**config.mk**
```make
export PLATFORM = sky130hd
export DESIGN_NAME = ring_fwd
export DESIGN_NICKNAME = d
export VERILOG_FILES = /design/src/rtl/rf_pkg.sv /design/src/rtl/rf_classify.sv /design/src/rtl/rf_out_stage.sv /design/src/rtl/rf_ring_watch.sv /design/src/rtl/ring_fwd.sv
export SDC_FILE = /design/constraint.sdc
export NUM_CORES = 1
export LEC_CHECK = 0
export ABC_AREA = 1
export BUFFER_PORTS_ARGS = -buffer_cell sky130_fd_sc_hd__buf_2
export CAP_MARGIN = 20
export CORE_ASPECT_RATIO = 1.25
export CORE_MARGIN = 4
export CORE_UTILIZATION = 45
export CTS_CLUSTER_DIAMETER = 120
export DETAILED_ROUTE_END_ITERATION = 8
export PLACE_DENSITY = 0.82
export SKIP_LAST_GASP = 1
export SLEW_MARGIN = 20
export SYNTH_ARGS = -nofsm -noshare
export SYNTH_HDL_FRONTEND = slang
export SYNTH_SLANG_ARGS = --single-unit
```
**constraint.sdc**
```tcl
create_clock -name clk -period 1.7 [get_ports clk]
set_input_delay 0.34 -clock clk [delete_from_list [all_inputs] [get_ports clk]]
set_output_delay 0.34 -clock clk [all_outputs]
set_load 0.02 [all_outputs]
```
**src/rtl/rf_pkg.sv**
```systemverilog
// Package: shared widths and the single-beat transfer type of the ring.
package rf_pkg;
    localparam int ID_W   = 8;
    localparam int ADDR_W = 20;
    localparam int DATA_W = 32;

    typedef struct packed {
        logic [ADDR_W-1:0] addr;
        logic [DATA_W-1:0] data;
        logic [ID_W-1:0]   origin;
    } xfer_t;
endpackage

```
**src/rtl/rf_classify.sv**
```systemverilog
// Module: rf_classify
// Sorts an upstream transfer into one of three kinds: returning own
// traffic, errored traffic, or traffic to forward.
// Assumes: node_id is static while traffic flows.
module rf_classify
    import rf_pkg::*;
(
    input  logic [ID_W-1:0] origin,
    input  logic [ID_W-1:0] node_id,
    input  logic            err,
    output logic            is_own,
    output logic            is_drop,
    output logic            is_fwd
);
    // Purpose: origin compare and removal decision.
    always_comb begin
        is_own  = (origin == node_id);
        is_drop = is_own || err;
        is_fwd  = !is_drop;
    end
endmodule

```
**src/rtl/rf_out_stage.sv**
```systemverilog
// Module: rf_out_stage
// One-entry output register with fixed-priority insertion. A pass-through
// transfer always wins over a local one. Every transfer is one beat, so a
// local insertion can only ever fall between two forwarded transfers.
// Assumes: rx_offer is held until take_rx; tx_ready may drop at any time.
module rf_out_stage
    import rf_pkg::*;
(
    input  logic  clk,
    input  logic  rst_n,
    input  logic  rx_offer,
    input  xfer_t rx_item,
    input  logic  loc_offer,
    input  xfer_t loc_item,
    input  logic  tx_ready,
    output logic  tx_valid,
    output xfer_t tx_item,
    output logic  out_free,
    output logic  take_rx,
    output logic  take_loc
);
    logic  vld_q;
    xfer_t item_q;

    // Purpose: slot is free when empty or drained this cycle; grant by priority.
    always_comb begin
        out_free = !vld_q || tx_ready;
        take_rx  = rx_offer && out_free;
        take_loc = loc_offer && out_free && !rx_offer;
    end

    // Purpose: load the granted transfer or empty the slot once drained.
    always_ff @(posedge clk) begin
        if (!rst_n) begin
            vld_q  <= 1'b0;
            item_q <= '0;
        end else if (take_rx || take_loc) begin
            vld_q  <= 1'b1;
            item_q <= take_rx ? rx_item : loc_item;
        end else if (tx_ready) begin
            vld_q  <= 1'b0;
        end
    end

    assign tx_valid = vld_q;
    assign tx_item  = item_q;

    // a stalled output keeps its transfer.
    p_hold_r8: assert property (@(posedge clk) disable iff (!rst_n)
        tx_valid && !tx_ready |=> tx_valid && $stable(tx_item));
    // the local request never gets the slot while pass-through traffic is offered.
    p_prio_r7: assert property (@(posedge clk) disable iff (!rst_n)
        rx_offer && loc_offer && out_free |=> tx_item == $past(rx_item));
endmodule

```
**src/rtl/rf_ring_watch.sv**
```systemverilog
// Module: rf_ring_watch
// Ring-intact flag. It is set when own traffic returns and cleared by a
// software pulse or after RING_TIMEOUT quiet cycles.
// Assumes: ret is a one-cycle event per returned transfer.
module rf_ring_watch #(
    parameter int RING_TIMEOUT = 4096
) (
    input  logic clk,
    input  logic rst_n,
    input  logic ret,
    input  logic clr,
    output logic ring_ok
);
    localparam int CNT_W = $clog2(RING_TIMEOUT + 1);
    localparam logic [CNT_W-1:0] LAST = CNT_W'(RING_TIMEOUT - 1);

    logic [CNT_W-1:0] cnt_q;

    // Purpose: set on return, clear on software pulse or on quiet-period expiry.
    always_ff @(posedge clk) begin
        if (!rst_n) begin
            ring_ok <= 1'b0;
            cnt_q   <= '0;
        end else if (ret) begin
            ring_ok <= 1'b1;
            cnt_q   <= '0;
        end else if (clr) begin
            ring_ok <= 1'b0;
            cnt_q   <= '0;
        end else if (ring_ok) begin
            if (cnt_q == LAST) begin
                ring_ok <= 1'b0;
                cnt_q   <= '0;
            end else begin
                cnt_q <= cnt_q + 1'b1;
            end
        end
    end

    // a return always sets the flag.
    p_set_r9: assert property (@(posedge clk) disable iff (!rst_n)
        ret |=> ring_ok);
    // a clear without a return drops the flag.
    p_clr_r10: assert property (@(posedge clk) disable iff (!rst_n)
        clr && !ret |=> !ring_ok);
    // expiry of the quiet window drops the flag.
    p_timeout_r11: assert property (@(posedge clk) disable iff (!rst_n)
        ring_ok && !ret && !clr && cnt_q == LAST |=> !ring_ok);
endmodule

```
**src/rtl/ring_fwd.sv**
```systemverilog
// Module: ring_fwd (top)
// Forwarding logic of one ring node. It removes own and errored transfers,
// copies foreign good transfers into local memory, and splices local writes
// into gaps in the pass-through stream.
// Assumes: node_id is static; all ring ports use valid/ready handshakes.
module ring_fwd
    import rf_pkg::*;
#(
    parameter int RING_TIMEOUT = 4096
) (
    input  logic              clk,
    input  logic              rst_n,
    input  logic [ID_W-1:0]   node_id,
    input  logic              err_arm,
    input  logic              ring_ok_clr,
    input  logic              rx_valid,
    output logic              rx_ready,
    input  logic [ADDR_W-1:0] rx_addr,
    input  logic [DATA_W-1:0] rx_data,
    input  logic [ID_W-1:0]   rx_origin,
    input  logic              rx_err,
    input  logic              loc_valid,
    output logic              loc_ready,
    input  logic [ADDR_W-1:0] loc_addr,
    input  logic [DATA_W-1:0] loc_data,
    output logic              tx_valid,
    input  logic              tx_ready,
    output logic [ADDR_W-1:0] tx_addr,
    output logic [DATA_W-1:0] tx_data,
    output logic [ID_W-1:0]   tx_origin,
    output logic              mem_wr_en,
    output logic [ADDR_W-1:0] mem_wr_addr,
    output logic [DATA_W-1:0] mem_wr_data,
    output logic              err_irq,
    output logic              ring_ok
);
    logic  is_own, is_drop, is_fwd;
    logic  out_free, take_rx, take_loc, rx_acc, ret;
    xfer_t rx_item, loc_item, tx_item;

    rf_classify u_cls (
        .origin (rx_origin),
        .node_id(node_id),
        .err    (rx_err),
        .is_own (is_own),
        .is_drop(is_drop),
        .is_fwd (is_fwd)
    );

    // Purpose: pack both sources; local traffic is stamped with this node's ID.
    always_comb begin
        rx_item  = '{addr: rx_addr,  data: rx_data,  origin: rx_origin};
        loc_item = '{addr: loc_addr, data: loc_data, origin: node_id};
    end

    rf_out_stage u_out (
        .clk      (clk),
        .rst_n    (rst_n),
        .rx_offer (rx_valid && is_fwd),
        .rx_item  (rx_item),
        .loc_offer(loc_valid),
        .loc_item (loc_item),
        .tx_ready (tx_ready),
        .tx_valid (tx_valid),
        .tx_item  (tx_item),
        .out_free (out_free),
        .take_rx  (take_rx),
        .take_loc (take_loc)
    );

    // Purpose: handshakes; removed transfers are absorbed even during a stall.
    always_comb begin
        rx_ready  = is_drop || out_free;
        loc_ready = out_free && !(rx_valid && is_fwd);
        rx_acc    = rx_valid && rx_ready;
        ret       = rx_acc && is_own && !rx_err;
        tx_addr   = tx_item.addr;
        tx_data   = tx_item.data;
        tx_origin = tx_item.origin;
    end

    // Purpose: local memory copy of foreign traffic and error interrupt pulse.
    always_ff @(posedge clk) begin
        if (!rst_n) begin
            mem_wr_en   <= 1'b0;
            mem_wr_addr <= '0;
            mem_wr_data <= '0;
            err_irq     <= 1'b0;
        end else begin
            mem_wr_en   <= rx_acc && is_fwd;
            mem_wr_addr <= rx_addr;
            mem_wr_data <= rx_data;
            err_irq     <= rx_acc && rx_err && err_arm;
        end
    end

    rf_ring_watch #(.RING_TIMEOUT(RING_TIMEOUT)) u_watch (
        .clk    (clk),
        .rst_n  (rst_n),
        .ret    (ret),
        .clr    (ring_ok_clr),
        .ring_ok(ring_ok)
    );

    // an errored transfer never reaches memory.
    p_no_mem_err_r3: assert property (@(posedge clk) disable iff (!rst_n)
        rx_valid && rx_ready && rx_err |=> !mem_wr_en);
    // an armed error acceptance raises the request next cycle.
    p_irq_r4: assert property (@(posedge clk) disable iff (!rst_n)
        rx_valid && rx_ready && rx_err && err_arm |=> err_irq);
    // an own-origin transfer is never loaded into the output.
    p_drop_own_r2: assert property (@(posedge clk) disable iff (!rst_n)
        rx_valid && rx_origin == node_id |-> !take_rx);
    // an accepted local transfer leaves with this node's origin.
    p_loc_origin_r6: assert property (@(posedge clk) disable iff (!rst_n)
        loc_valid && loc_ready |=> tx_valid && tx_origin == node_id);
endmodule

```
==> results.yml <==
die:
  die_area_um2: 15050
  die_w_um: 110.5
  start_util_pct: 46.29
  ioPinCount: 246
  placement_rows: 46
  core_area_um2: 12780
  die_height_um: 136.2
flow_run:
  cap_violations: 0
placement:
  portBuffers: 245
  dp_slack_ns: -0.2143
  dp_hpwl_mm: 11.74
  routabilityCongestion: 0.8550
  post-place-cells: 1267
drt:
  drt-total-wl_mm: 16.89
  drcViolationCount: 0
  ant_nets: 0
  vias_per_cell: 4.669
  vias: 6070
  first_pass_iters: 4
  drt-wirelength-per-cell_um: 12.99
  dr.first_iter.drc_count: 349
setup_path:
  criticalPathCategory: "flip-flop to output pin"
  cp_max_fo: 2
  endpoint_kind: "output pin"
  r2r-start: "u_out.tx_valid"
  critPathLaunchType: "flip-flop"
  cp.required_ns: 1.36
  cp-startpoint: "u_out.tx_valid"
  critPathArrivalTime_ns: 1.27
power:
  p_total_uw: 8938
  leakage_uw: 0.004707
  ir_drop_mv: 0.6221
  power_density_nw_per_um2: 1096
clock_tree:
  clock_latency_ns: 0.41
  clk_pin_slew_ns: 0.06
  clockBufferDepth: 2
  numCtsBuffers: 17
  cts_hold_buf: 0
  h-tree-depth: 4
  cts_tree: "built"
  cts_root_buf: "clkbuf_16"
  cts_sinks: 129
global_route:
  grt_max_degree: 114
  use_met2_pct: 39.24
  grt_pass1_wl_mm: 27.63
  grt_most_used_layer: "met2"
  antenna_found_initial: 0
  grt_util_all_layers_pct: 22.28
  grt_pass1_vias: 5902
  grt-ovfl-total: 0
  grtUsageMet1_pct: 24.81
  met3_usage_pct: 7.124
status:
  status: "finished, final reports clean"
synthesis:
  syn_area_per_cell_um2: 6.744
  synth_mux_area_share_pct: 0
  ys_types: 23
  synthesis.nets: 1006
  yosysWarnings: 0
  syn_area_um2: 5914
  synth_seq_cells: 129
  ys_seq_area_share_pct: 43.66
  synth_top_family_by_area: "simple AND/OR/NAND/NOR gates"
  synth_simple_gate_area_share_pct: 32.83
  synth_xor_area_share_pct: 1.777
  synthCells: 877
  synth_compound_area_share_pct: 5.712
  synthAdderAreaFrac_pct: 0.2116
sta:
  rsz0062_at_grt: "yes"
  tightest_slew_ns: 0.5534
  finalClockSkew_ns: 0.005123
  fmax_mhz: 620.4
  tns_ns: 0
  hold_violations: 0
  slew_violations: 0
  fin_crit_sh_pct: 94.82
  finalCriticalPeriod_ns: 1.612
  finalSetupViolations: 0
  setup_ws_ns: 0.08802
  max_slew_margin_pct: 63.11
worst_hold_path:
  hp-start: "rx_addr[4]"
  hp-class: "primary input to flip-flop"
cells_and_area:
  syn_to_final_growth_pct: 37.87
  nFillCells: 1159
  diodes: 0
  layout.cells.non_filler: 1300
  regArea_um2: 2584
  final_util_pct: 63.82
  layout-drive-gt1-share_pct: 28.62
  multi_input_area_um2: 2436
  final_nets: 1248
[report_power, final]
part           internal [uW]  switching [uW]  leakage, uW
combinational            587             929      0.00331
sequential              3240            80.0      0.00107
clock                   2730            1380     0.000331
[registers in the layout (all words and copies together) (netlist names)]
name / count
err_irq: 1
mem_wr_addr: 20
mem_wr_data: 32
mem_wr_en: 1
u_out.tx_item: 60
u_out.tx_valid: 1
u_watch.cnt_q: 13
u_watch.ring_ok: 1
[cell usage in the layout (no fill, tap or decap), types with 2 or more instances in the layout]
master and n:
a21oi_1 62, buf_12 8, buf_2 242, buf_4 22
bufinv_16 5, clkbuf_16 17, clkbuf_8 3, clkinv_2 2
clkinv_4 4, dfxtp_1 128, inv_1 181, inv_2 7
nand2_1 207, nand2_2 3, nand3_1 71, nand3b_1 55
nor2_1 83, nor2_2 2, nor2_4 3, nor3b_1 2
o21ai_0 3, xnor2_1 6, xor2_1 6
[logic make-up (layout without fill, tap and decap cells)]
kind of cell	after synthesis	count (layout)
AND/OR/NAND/NOR	430	430
buffers and inverters	238	493
flip-flops	129	129
AO/OA/AOI/OAI	67	67
XOR/XNOR	12	12
adder cells (fa/ha/maj)	1	1
[worst max-delay path, stage by stage (launching register included)]
cell and delay, ns:
dfxtp_2 0.32, inv_1 0.04, nor2_2 0.13, inv_2 0.06, nor2_2 0.08, nand2_2 0.07
buf_4 0.16
[cell usage after synthesis, drive strengths merged]
library cell / count / share of area [%]
buf: 29 / 2.5
ha: 1 / 0.21
clkbuf: 21 / 1.3
nand3: 72 / 6.2
dfxtp: 129 / 44
a211oi: 1 / 0.13
nand4: 1 / 0.11
nor2: 88 / 5.7
xor2: 6 / 0.89
xnor2: 6 / 0.89
nand2: 211 / 14
nor3b: 2 / 0.25
nor3: 1 / 0.085
o21ai: 3 / 0.25
a21oi: 63 / 5.3
nand3b: 55 / 7.0
inv: 188 / 12
[stage by stage]
stage,hold slack [ns],instance area [um^2]
after detailed placement,0.4726,7445
after CTS,0.1003,8118
final,0.1134,8154
after global placement,0.4499,7445
after floorplan,0.4335,5914
after global routing,0.1109,8154
[final timing paths]
check | endpoint | slack, ns | cells after the start
worst max-delay path | rx_ready | 0.09 | 6
worst min-delay path | mem_wr_addr[4] | 0.11 | 3
worst max register to register | u_out.tx_item[20] | 0.20 | 9
worst min register to register | u_watch.cnt_q[12] | 0.48 | 2
[metal layers]
layer	vias to the layer above	share of wire [%]
met5	-	0
met4	0	3.4
met3	39	7.5
met2	207	50
met1	2721	39
li1	3103	-
[repair_timing]
item	CTS	global route
gates resized for setup	2	9
buffers inserted	0	1
pin swaps	0	2
endpoints found under the setup margin	1	3
endpoints found under the hold margin	0	0
[layout make-up]
| class | instances | area share, % |
|---|---|---|
| sequential | 129 | 31.69 |
| multi-input combinational | 510 | 29.88 |
| timing repair buffer | 273 | 18.98 |
| inverter | 188 | 8.654 |
| clock buffer | 20 | 5.723 |
| tap | 168 | 2.578 |
| clock inverter | 12 | 2.501 |
No activity file was read; power rests on OpenSTA's default activity.
